===== config.mk =====
export PLATFORM = sky130hd
export DESIGN_NAME = pcie_irq_agg
export DESIGN_NICKNAME = d
export VERILOG_FILES = /design/src/rtl/pcie_irq_agg_pkg.sv /design/src/rtl/irq_edge_latch.sv /design/src/rtl/irq_msi_pend.sv /design/src/rtl/irq_reg_if.sv /design/src/rtl/pcie_irq_agg.sv
export SDC_FILE = /design/constraint.sdc
export NUM_CORES = 1
export LEC_CHECK = 0
export ABC_CLOCK_PERIOD_IN_PS = 1850
export BUFFER_PORTS_ARGS = -buffer_cell sky130_fd_sc_hd__clkbuf_2
export CAP_MARGIN = 5
export CELL_PAD_IN_SITES_DETAIL_PLACEMENT = 1
export CELL_PAD_IN_SITES_GLOBAL_PLACEMENT = 1
export CORE_ASPECT_RATIO = 1.1
export CORE_MARGIN = 8
export CORE_UTILIZATION = 28
export CTS_CLUSTER_DIAMETER = 60
export DETAILED_ROUTE_END_ITERATION = 8
export PLACE_DENSITY_LB_ADDON = 0.1
export SYNTH_ARGS = -nofsm -noshare
export SYNTH_HDL_FRONTEND = slang
export SYNTH_SLANG_ARGS = --single-unit

===== constraint.sdc =====
create_clock -name clk -period 1.85 [get_ports clk]
set_clock_uncertainty 0.1 [all_clocks]
set_input_delay 0.0925 -clock clk [delete_from_list [all_inputs] [get_ports clk]]
set_output_delay 0.0925 -clock clk [all_outputs]
set_load 0.005 [all_outputs]

===== src/rtl/pcie_irq_agg_pkg.sv =====
package pcie_irq_agg_pkg;

   // register offsets inside the bridge window
   localparam logic [11:0] DEF_LMASK_OFF = 12'h180;
   localparam logic [11:0] DEF_LSTAT_OFF = 12'h184;
   localparam logic [11:0] DEF_DBELL_OFF = 12'h190;
   localparam logic [11:0] DEF_MSTAT_OFF = 12'h194;

   // field placement in the local words
   localparam int unsigned DEF_INTX_LSB = 24;
   localparam int unsigned DEF_SUM_POS  = 28;

   typedef enum logic [1:0] {
      SEL_NONE  = 2'd0,
      SEL_LMASK = 2'd1,
      SEL_LSTAT = 2'd2,
      SEL_MSTAT = 2'd3
   } agg_sel_e;

endpackage


===== src/rtl/irq_edge_latch.sv =====
module irq_edge_latch #(
   parameter int unsigned N    = 4,
   parameter bit          SYNC = 1'b0
) (
   input  logic         clk,
   input  logic         rst_n,
   input  logic [N-1:0] lvl_in,
   input  logic [N-1:0] clr,
   output logic [N-1:0] stat
);

   logic [N-1:0] lvl_s;

   generate
      if (SYNC) begin : g_sync
         always_ff @(posedge clk) begin
            if (!rst_n) lvl_s <= '0;
            else        lvl_s <= lvl_in;
         end
      end else begin : g_direct
         assign lvl_s = lvl_in;
      end
   endgenerate

   for (genvar i = 0; i < N; i++) begin : g_bit
      logic prev_q;
      logic stat_q;
      always_ff @(posedge clk) begin
         if (!rst_n) begin
            prev_q <= 1'b0;
            stat_q <= 1'b0;
         end else begin
            prev_q <= lvl_s[i];
            // a fresh edge wins over a clear in the same cycle
            stat_q <= (stat_q & ~clr[i]) | (lvl_s[i] & ~prev_q);
         end
      end
      assign stat[i] = stat_q;
   end

endmodule


===== src/rtl/irq_msi_pend.sv =====
module irq_msi_pend #(
   parameter int unsigned N_MSI = 32,
   localparam int unsigned VEC_W = $clog2(N_MSI)
) (
   input  logic             clk,
   input  logic             rst_n,
   input  logic             hit,
   input  logic [VEC_W-1:0] vec,
   input  logic [N_MSI-1:0] clr,
   input  logic             sum_clr,
   output logic [N_MSI-1:0] pend,
   output logic             sum
);

   logic [N_MSI-1:0] set_vec;
   logic [N_MSI-1:0] pend_q;
   logic             sum_q;

   assign set_vec = hit ? (N_MSI'(1) << vec) : '0;

   for (genvar i = 0; i < N_MSI; i++) begin : g_vec
      always_ff @(posedge clk) begin
         if (!rst_n) pend_q[i] <= 1'b0;
         else        pend_q[i] <= (pend_q[i] & ~clr[i]) | set_vec[i];
      end
   end

   // summary: set by a new vector, re-armed while any vector is pending
   always_ff @(posedge clk) begin
      if (!rst_n) sum_q <= 1'b0;
      else        sum_q <= (|set_vec) | (~sum_clr & (sum_q | (|pend_q)));
   end

   assign pend = pend_q;
   assign sum  = sum_q;

endmodule


===== src/rtl/irq_reg_if.sv =====
module irq_reg_if
   import pcie_irq_agg_pkg::*;
#(
   parameter int unsigned REG_AW   = 12,
   parameter int unsigned DATA_W   = 32,
   parameter int unsigned N_INTX   = 4,
   parameter int unsigned N_MSI    = 32,
   parameter int unsigned INTX_LSB = 24,
   parameter int unsigned SUM_POS  = 28,
   parameter logic [REG_AW-1:0] LMASK_OFF = REG_AW'(DEF_LMASK_OFF),
   parameter logic [REG_AW-1:0] LSTAT_OFF = REG_AW'(DEF_LSTAT_OFF),
   parameter logic [REG_AW-1:0] DBELL_OFF = REG_AW'(DEF_DBELL_OFF),
   parameter logic [REG_AW-1:0] MSTAT_OFF = REG_AW'(DEF_MSTAT_OFF),
   localparam int unsigned VEC_W = $clog2(N_MSI)
) (
   input  logic              clk,
   input  logic              rst_n,
   input  logic              reg_we,
   input  logic [REG_AW-1:0] reg_addr,
   input  logic [DATA_W-1:0] reg_wdata,
   output logic [DATA_W-1:0] reg_rdata,
   input  logic [N_INTX-1:0] intx_stat,
   input  logic              sum_stat,
   input  logic [N_MSI-1:0]  msi_stat,
   output logic [N_INTX-1:0] intx_mask,
   output logic              sum_mask,
   output logic [N_INTX-1:0] intx_clr,
   output logic              sum_clr,
   output logic [N_MSI-1:0]  msi_clr,
   input  logic              msi_wr_en,
   input  logic [REG_AW-1:0] msi_wr_addr,
   input  logic [DATA_W-1:0] msi_wr_data,
   output logic              msi_hit,
   output logic [VEC_W-1:0]  msi_vec
);

   agg_sel_e          sel;
   logic [N_INTX:0]   mask_q;
   logic              wr_lstat;
   logic              wr_mstat;

   always_comb begin
      if      (reg_addr == LMASK_OFF) sel = SEL_LMASK;
      else if (reg_addr == LSTAT_OFF) sel = SEL_LSTAT;
      else if (reg_addr == MSTAT_OFF) sel = SEL_MSTAT;
      else                            sel = SEL_NONE;
   end

   // mask storage: only the defined source positions exist
   always_ff @(posedge clk) begin
      if (!rst_n) begin
         mask_q <= '0;
      end else if (reg_we && sel == SEL_LMASK) begin
         mask_q <= {reg_wdata[SUM_POS], reg_wdata[INTX_LSB +: N_INTX]};
      end
   end

   assign intx_mask = mask_q[N_INTX-1:0];
   assign sum_mask  = mask_q[N_INTX];

   // write-one-to-clear strobes
   assign wr_lstat = reg_we && (sel == SEL_LSTAT);
   assign wr_mstat = reg_we && (sel == SEL_MSTAT);
   assign intx_clr = wr_lstat ? reg_wdata[INTX_LSB +: N_INTX] : '0;
   assign sum_clr  = wr_lstat & reg_wdata[SUM_POS];
   assign msi_clr  = wr_mstat ? reg_wdata[N_MSI-1:0] : '0;

   // inbound doorbell decode; out-of-range vector numbers are dropped
   assign msi_hit = msi_wr_en && (msi_wr_addr == DBELL_OFF) &&
                    (msi_wr_data < DATA_W'(N_MSI));
   assign msi_vec = msi_wr_data[VEC_W-1:0];

   // read mux
   always_comb begin
      reg_rdata = '0;
      unique case (sel)
         SEL_LMASK: begin
            reg_rdata[INTX_LSB +: N_INTX] = intx_mask;
            reg_rdata[SUM_POS]            = sum_mask;
         end
         SEL_LSTAT: begin
            reg_rdata[INTX_LSB +: N_INTX] = intx_stat;
            reg_rdata[SUM_POS]            = sum_stat;
         end
         SEL_MSTAT: reg_rdata[N_MSI-1:0] = msi_stat;
         default:   reg_rdata = '0;
      endcase
   end

endmodule


===== src/rtl/pcie_irq_agg.sv =====
module pcie_irq_agg
   import pcie_irq_agg_pkg::*;
#(
   parameter int unsigned REG_AW    = 12,
   parameter int unsigned DATA_W    = 32,
   parameter int unsigned N_INTX    = 4,
   parameter int unsigned N_MSI     = 32,
   parameter int unsigned INTX_LSB  = DEF_INTX_LSB,
   parameter int unsigned SUM_POS   = DEF_SUM_POS,
   parameter bit          INTX_SYNC = 1'b0,
   parameter logic [REG_AW-1:0] LMASK_OFF = REG_AW'(DEF_LMASK_OFF),
   parameter logic [REG_AW-1:0] LSTAT_OFF = REG_AW'(DEF_LSTAT_OFF),
   parameter logic [REG_AW-1:0] DBELL_OFF = REG_AW'(DEF_DBELL_OFF),
   parameter logic [REG_AW-1:0] MSTAT_OFF = REG_AW'(DEF_MSTAT_OFF)
) (
   input  logic              clk,
   input  logic              rst_n,
   input  logic [N_INTX-1:0] intx_in,
   input  logic              msi_wr_en,
   input  logic [REG_AW-1:0] msi_wr_addr,
   input  logic [DATA_W-1:0] msi_wr_data,
   input  logic              reg_we,
   input  logic [REG_AW-1:0] reg_addr,
   input  logic [DATA_W-1:0] reg_wdata,
   output logic [DATA_W-1:0] reg_rdata,
   output logic              irq_out
);

   localparam int unsigned VEC_W = $clog2(N_MSI);

   // elaboration-time parameter checks
   if (N_MSI > DATA_W || N_MSI < 2) begin : g_bad_nmsi
      $error("N_MSI must be between 2 and DATA_W");
   end
   if ((1 << VEC_W) != N_MSI) begin : g_bad_pow2
      $error("N_MSI must be a power of two");
   end
   if (INTX_LSB + N_INTX > DATA_W || SUM_POS >= DATA_W) begin : g_bad_place
      $error("INTx or summary field lies outside the data word");
   end
   if (SUM_POS >= INTX_LSB && SUM_POS < INTX_LSB + N_INTX) begin : g_bad_ovl
      $error("summary bit overlaps the INTx field");
   end

   logic [N_INTX-1:0] intx_stat, intx_mask, intx_clr;
   logic              sum_stat, sum_mask, sum_clr;
   logic [N_MSI-1:0]  msi_stat, msi_clr;
   logic              msi_hit;
   logic [VEC_W-1:0]  msi_vec;
   logic [DATA_W-1:0] loc_stat_w, loc_mask_w;

   irq_reg_if #(
      .REG_AW(REG_AW), .DATA_W(DATA_W), .N_INTX(N_INTX), .N_MSI(N_MSI),
      .INTX_LSB(INTX_LSB), .SUM_POS(SUM_POS),
      .LMASK_OFF(LMASK_OFF), .LSTAT_OFF(LSTAT_OFF),
      .DBELL_OFF(DBELL_OFF), .MSTAT_OFF(MSTAT_OFF)
   ) u_regs (
      .clk(clk), .rst_n(rst_n),
      .reg_we(reg_we), .reg_addr(reg_addr), .reg_wdata(reg_wdata),
      .reg_rdata(reg_rdata),
      .intx_stat(intx_stat), .sum_stat(sum_stat), .msi_stat(msi_stat),
      .intx_mask(intx_mask), .sum_mask(sum_mask),
      .intx_clr(intx_clr), .sum_clr(sum_clr), .msi_clr(msi_clr),
      .msi_wr_en(msi_wr_en), .msi_wr_addr(msi_wr_addr),
      .msi_wr_data(msi_wr_data),
      .msi_hit(msi_hit), .msi_vec(msi_vec)
   );

   irq_edge_latch #(.N(N_INTX), .SYNC(INTX_SYNC)) u_intx (
      .clk(clk), .rst_n(rst_n),
      .lvl_in(intx_in), .clr(intx_clr), .stat(intx_stat)
   );

   irq_msi_pend #(.N_MSI(N_MSI)) u_msi (
      .clk(clk), .rst_n(rst_n),
      .hit(msi_hit), .vec(msi_vec), .clr(msi_clr), .sum_clr(sum_clr),
      .pend(msi_stat), .sum(sum_stat)
   );

   always_comb begin
      loc_stat_w = '0;
      loc_stat_w[INTX_LSB +: N_INTX] = intx_stat;
      loc_stat_w[SUM_POS]            = sum_stat;
      loc_mask_w = '0;
      loc_mask_w[INTX_LSB +: N_INTX] = intx_mask;
      loc_mask_w[SUM_POS]            = sum_mask;
   end

   assign irq_out = |(loc_stat_w & loc_mask_w);

endmodule


======== Word-level counts from Yosys, hierarchy flattened ========
Index checks and enable logic that the tools add are counted.
word-level totals
  flip-flop bits (word level) ............. 46
  input port bits ......................... 96
  word-level logic and storage cells ...... 190
cells by class
  magnitude comparators ................... 1
  equal/unequal tests ..................... 7
  shift-type cells ........................ 1
  muxes and demuxes ....................... 9
  bitwise gates (word level) .............. 122
  reduce and logical (&&, ||, !) cells .... 8
operators by type and width
  kind                  count
  $reduce_or 32->1      3
  $mux 32               2
  $eq 12x9->1 const B   4
  $and 1x1->1           42
  $not 1->1             41
  $or 1x1->1            38
  $lt 32x6->1 const B   1
  $shl 1x5->32 const A  1
  $and 29x29->29        1
  $mux 24               1
  $pmux 5 s3            1
  $mux 2                3
  $logic_and 1x1->1     5
  $eq 2x2->1 const B    2
  $mux 4                1
  $mux 3                1
  $eq 2x1->1 const B    1

======== Longest topological paths before layout ========
  word-level depth ........................ 10
  mapped depth ............................ 6

======== Hierarchy ========
A second synthesis with hierarchy kept.
unflattened totals
  cells, all modules ...................... 342
  area, all modules ....................... 2,851.5 um2
modules (own cells, without submodules)
  module          times used  cells an instance  area an instance (um2)  sequential area each (um2)
  irq_msi_pend    1           164                1,467.7                 660.6
  irq_reg_if      1           147                1,051.0                 100.1
  irq_edge_latch  1           28                 311.5                   160.2
  pcie_irq_agg    1           3                  21.3                    0.0

======== Least setup slack after synthesis ========
No wires, ideal clock.
  kind .................................... input to output
  from .................................... input reg_addr[6]
  to ...................................... output reg_rdata[10]
  data arrival time ....................... 1.667 ns
  data required time ...................... 1.657 ns
  slack ................................... -0.009 ns
  cell stages on the path ................. 6
  buffers on the path ..................... 2
  path through ............................ or4b_4 -> or4_1 -> buf_2 -> nor2_8 -> buf_6 -> and2_1
on the way
  longest elaborated chain between the ends .. 6
  elaborated cells between the ends (all ways) .. 8
  classes of those cells .................. eq/ne (4); mux (4)
RTL lines
  what             line                source
  start, declared  pcie_irq_agg.sv:23  input logic [REG_AW-1:0] reg_addr,
  $eq 12x9->1      irq_reg_if.sv:45    else if (reg_addr == MSTAT_OFF) sel = SEL_MSTAT;
  $mux 2           irq_reg_if.sv:45
  $mux 2           irq_reg_if.sv:44    else if (reg_addr == LSTAT_OFF) sel = SEL_LSTAT;
  $mux 2 (*)       irq_reg_if.sv:43    if (reg_addr == LMASK_OFF) sel = SEL_LMASK;
  $eq 2x2->1 (*)   irq_reg_if.sv:76    unique case (sel)
  $mux 24 (*)      irq_reg_if.sv:76
  end, declared    pcie_irq_agg.sv:25  output logic [DATA_W-1:0] reg_rdata,
Mark *: on every way between the ends. The rest lies on a longest branch, timed or not.

======== Final worst setup path ========
  from .................................... input reg_addr[3]
  to ...................................... output reg_rdata[21]
The elaborated chain is that of the path after synthesis.

==> results.toml <==
[yosys]
synth_largest_area_cell = "dfxtp_1"
yosysUniqueCellTypes = 38
syn_inst = 297
ys_seq_elements = 46
yosysWarnings = 0
netlist_area_um2 = 2460
synthTopCellsByArea = "dfxtp_1 (37%), a31o_2 (9.6%), and2_1 (7.9%), nand2_1 (7.6%), a21oi_1 (7.3%)"
ys_seq_area_share_pct = 37.4
synth_area_per_cell_um2 = 8.29
syn-num-nets = 393
synth_top_area_share_pct = 37.4

[setup_path]
slowest_stage = "or4_4"
slowest_delay_ns = 0.55
critPathTopFamily = "simple AND/OR/NAND/NOR gates"
crit_required_ns = 1.66
crit_chain = "clkbuf_2 > or4b_4 > or4_4 > nor2_8 > buf_12 > and2_4 > clkbuf_2"
cp-end-kind = "output port"
crit_type = "in -> out"
start_kind = "input port"
worstPathMaxFanout = 27
arrival_ns = 1.80
path_common_cell = "clkbuf_2"
cp_num_buf_inv = 3

[timing]
rsz0062_at_grt = "yes"
hold_ws_ns = 0.00260
fin_crit_sh_pct = 108
hold_viol = 0
tns_ns = -3.95
setup_viol = 32
period_needed_ns = 2.00
layout_setup_ws_ns = -0.145
maxSlewHeadroom_pct = 51.6
slew_violations = 0
worst_slew_pin_slew_ns = 0.723
max_freq_mhz = 501

[die]
start_util_pct = 28.3
die_x_um = 105
fp.dieArea_um2 = 12100
rows = 36
coreArea_um2 = 8690
io_pins = 129
die_y_um = 114

[placed_design]
hpwl_mm = 7.46
placed_cells = 534
port_buffers = 128
globalplace.congestion = 0.769

[cts]
clk_pin_slew_worst_paths_ns = 0.09
cts_tree = "done"
cts_buffer_depth = 2
numCtsBuffers = 5
clock-sinks = 46
clock_latency_ns = 0.31
root_buffer = "clkbuf_8"
htreeDepth = 2

[drt]
antenna_left = 0
wl_mm = 9.63
vias = 2753
dr.pass1.iters = 4
drt_iter0_drc = 92
via_per_inst = 4.95
drc_errors = 0
wl_per_cell_um = 17.3

[run]
maxCapViolCount = 0

[power_and_ir_drop]
p_total_uw = 2030
power_frac_clock_pct = 38.5
swShare_pct = 24.4
power_frac_seq_pct = 49.7
cell_internal_pwr_uw = 1530
p_leak_uw = 0.00168
power_frac_comb_pct = 11.8
power.density_nw_per_um2 = 563
ir_drop_mv = 0.258
power.switching_uw = 495

[grt]
grt_pass1_vias = 3019
antenna_found_initial = 0
grt_pass1_wl_mm = 15.4
grt_overflow = 0
grt_max_degree = 41
grt_usage_pct = 15.8

[final_layout]
area_growth_pct = 46.0
num_antenna_cells = 0
final_cell_mix = "clkbuf_2 (122), nand2_1 (50), dfxtp_1 (46)"
instances_no_fill = 556
mostFrequentLayoutCell = "clkbuf_2"
nets = 537
drive_gt1_share_pct = 43.7

[run_status]
violations = "negative setup slack"
status = "finished, violations left"

[hold_path]
hold_class = "in -> reg"
==> final cells by class <==
type,count,area [um2]
multi-input combinational,230,1480
clock buffer,5,68.8
tap,114,143
clock inverter,3,43.8
sequential,46,921
inverter,2,7.51
fill,1085,5100
timing repair buffer,156,932
==> synth_stat cells <==
master / instances
or3_1: 1
or4b_4: 1
nor4b_1: 2
nand4_1: 6
buf_2: 5
buf_1: 2
nand3_1: 1
o2bb2ai_1: 1
nand2_1: 50
dfxtp_1: 46
or4b_1: 1
and2_1: 31
nor4_1: 14
a21oi_1: 36
and3_1: 2
nor4b_4: 1
nor4_2: 1
clkbuf_1: 10
inv_1: 2
a22oi_1: 1
nor3_1: 3
or2_2: 1
nor2_1: 4
nor3b_2: 1
nor3b_1: 4
mux2i_1: 9
a222oi_1: 1
o21ai_0: 10
buf_6: 2
and3b_1: 3
a31o_2: 27
nor2b_1: 8
or4_1: 1
a31o_1: 5
and2_0: 1
o41ai_1: 1
nor4bb_1: 1
nor2_8: 1
==> metal layers <==
layer	global-route usage (%)	part of all wire (%)
met1	18.7	44
met2	28.1	51
met3	3.66	4.5
met4	3.43	0.71
met5	0	0
==> cell families (layout without fill, tap and decap cells) <==
group / after synthesis / count (layout) / share of synthesized area, %
buffers and inverters: 21 / 166 / 4.06
AOI/OAI and AO/OA: 82 / 82 / 22.1
muxes: 9 / 9 / 3.66
and+or+nand+nor: 139 / 139 / 32.8
DFF: 46 / 46 / 37.4
==> repair_timing <==
action,CTS,global route
hold buffers,12,0
endpoints found under the hold margin,12,0
gates resized for setup,11,7
setup endpoints to repair,32,32
setup buffers,2,0
pin swaps,2,1
==> worst reg2reg max path, cell delays in order (launching register included) <==
cell       delay, ns
dfxtp_1         0.37
nor4_1          0.43
nand4_1         0.16
nor3_1          0.20
o2bb2ai_1       0.10
==> final timing paths <==
| kind | startpoint | endpoint | slack [ns] | cells after the start |
|---|---|---|---|---|
| max | reg_addr[3] | reg_rdata[21] | -0.15 | 7 |
| min | reg_wdata[1] | u_msi.pend[1] | 0.003 | 3 |
| max reg2reg | u_msi.sum | u_msi.sum | 0.38 | 4 |
| min reg2reg | u_regs.mask_q[0] | u_regs.mask_q[0] | 0.39 | 2 |
==> power groups by stage <==
stage,logic [uW],clock network (uW),registers [uW]
floorplan,77.0,0,1030
CTS,242,797,1010
finish,239,779,1010
global route,263,832,1010
detailed placement,220,0,1030
global placement,214,0,1030
==> state kept, by name, summed over array words and instances (netlist names) <==
name and cells:
u_intx.g_bit.stat_q 4, u_msi.pend 32, u_intx.g_bit.prev_q 4, u_regs.mask_q 5
u_msi.sum 1
==> stage by stage <==
| step | instance area [um2] | utilization (%) | worst slack (ns) |
|---|---|---|---|
| 2_1_floorplan | 2480 | - | 0.00370 |
| 3_3_place_gp | 3320 | 38.2 | -0.173 |
| 3_5_place_dp | 3320 | 38.2 | -0.183 |
| 4_1_cts | 3590 | 41.2 | -0.154 |
| 5_1_grt | 3600 | 41.4 | -0.192 |
| 6_report | 3600 | 41.4 | -0.145 |
(Power assumes the default switching activity.)
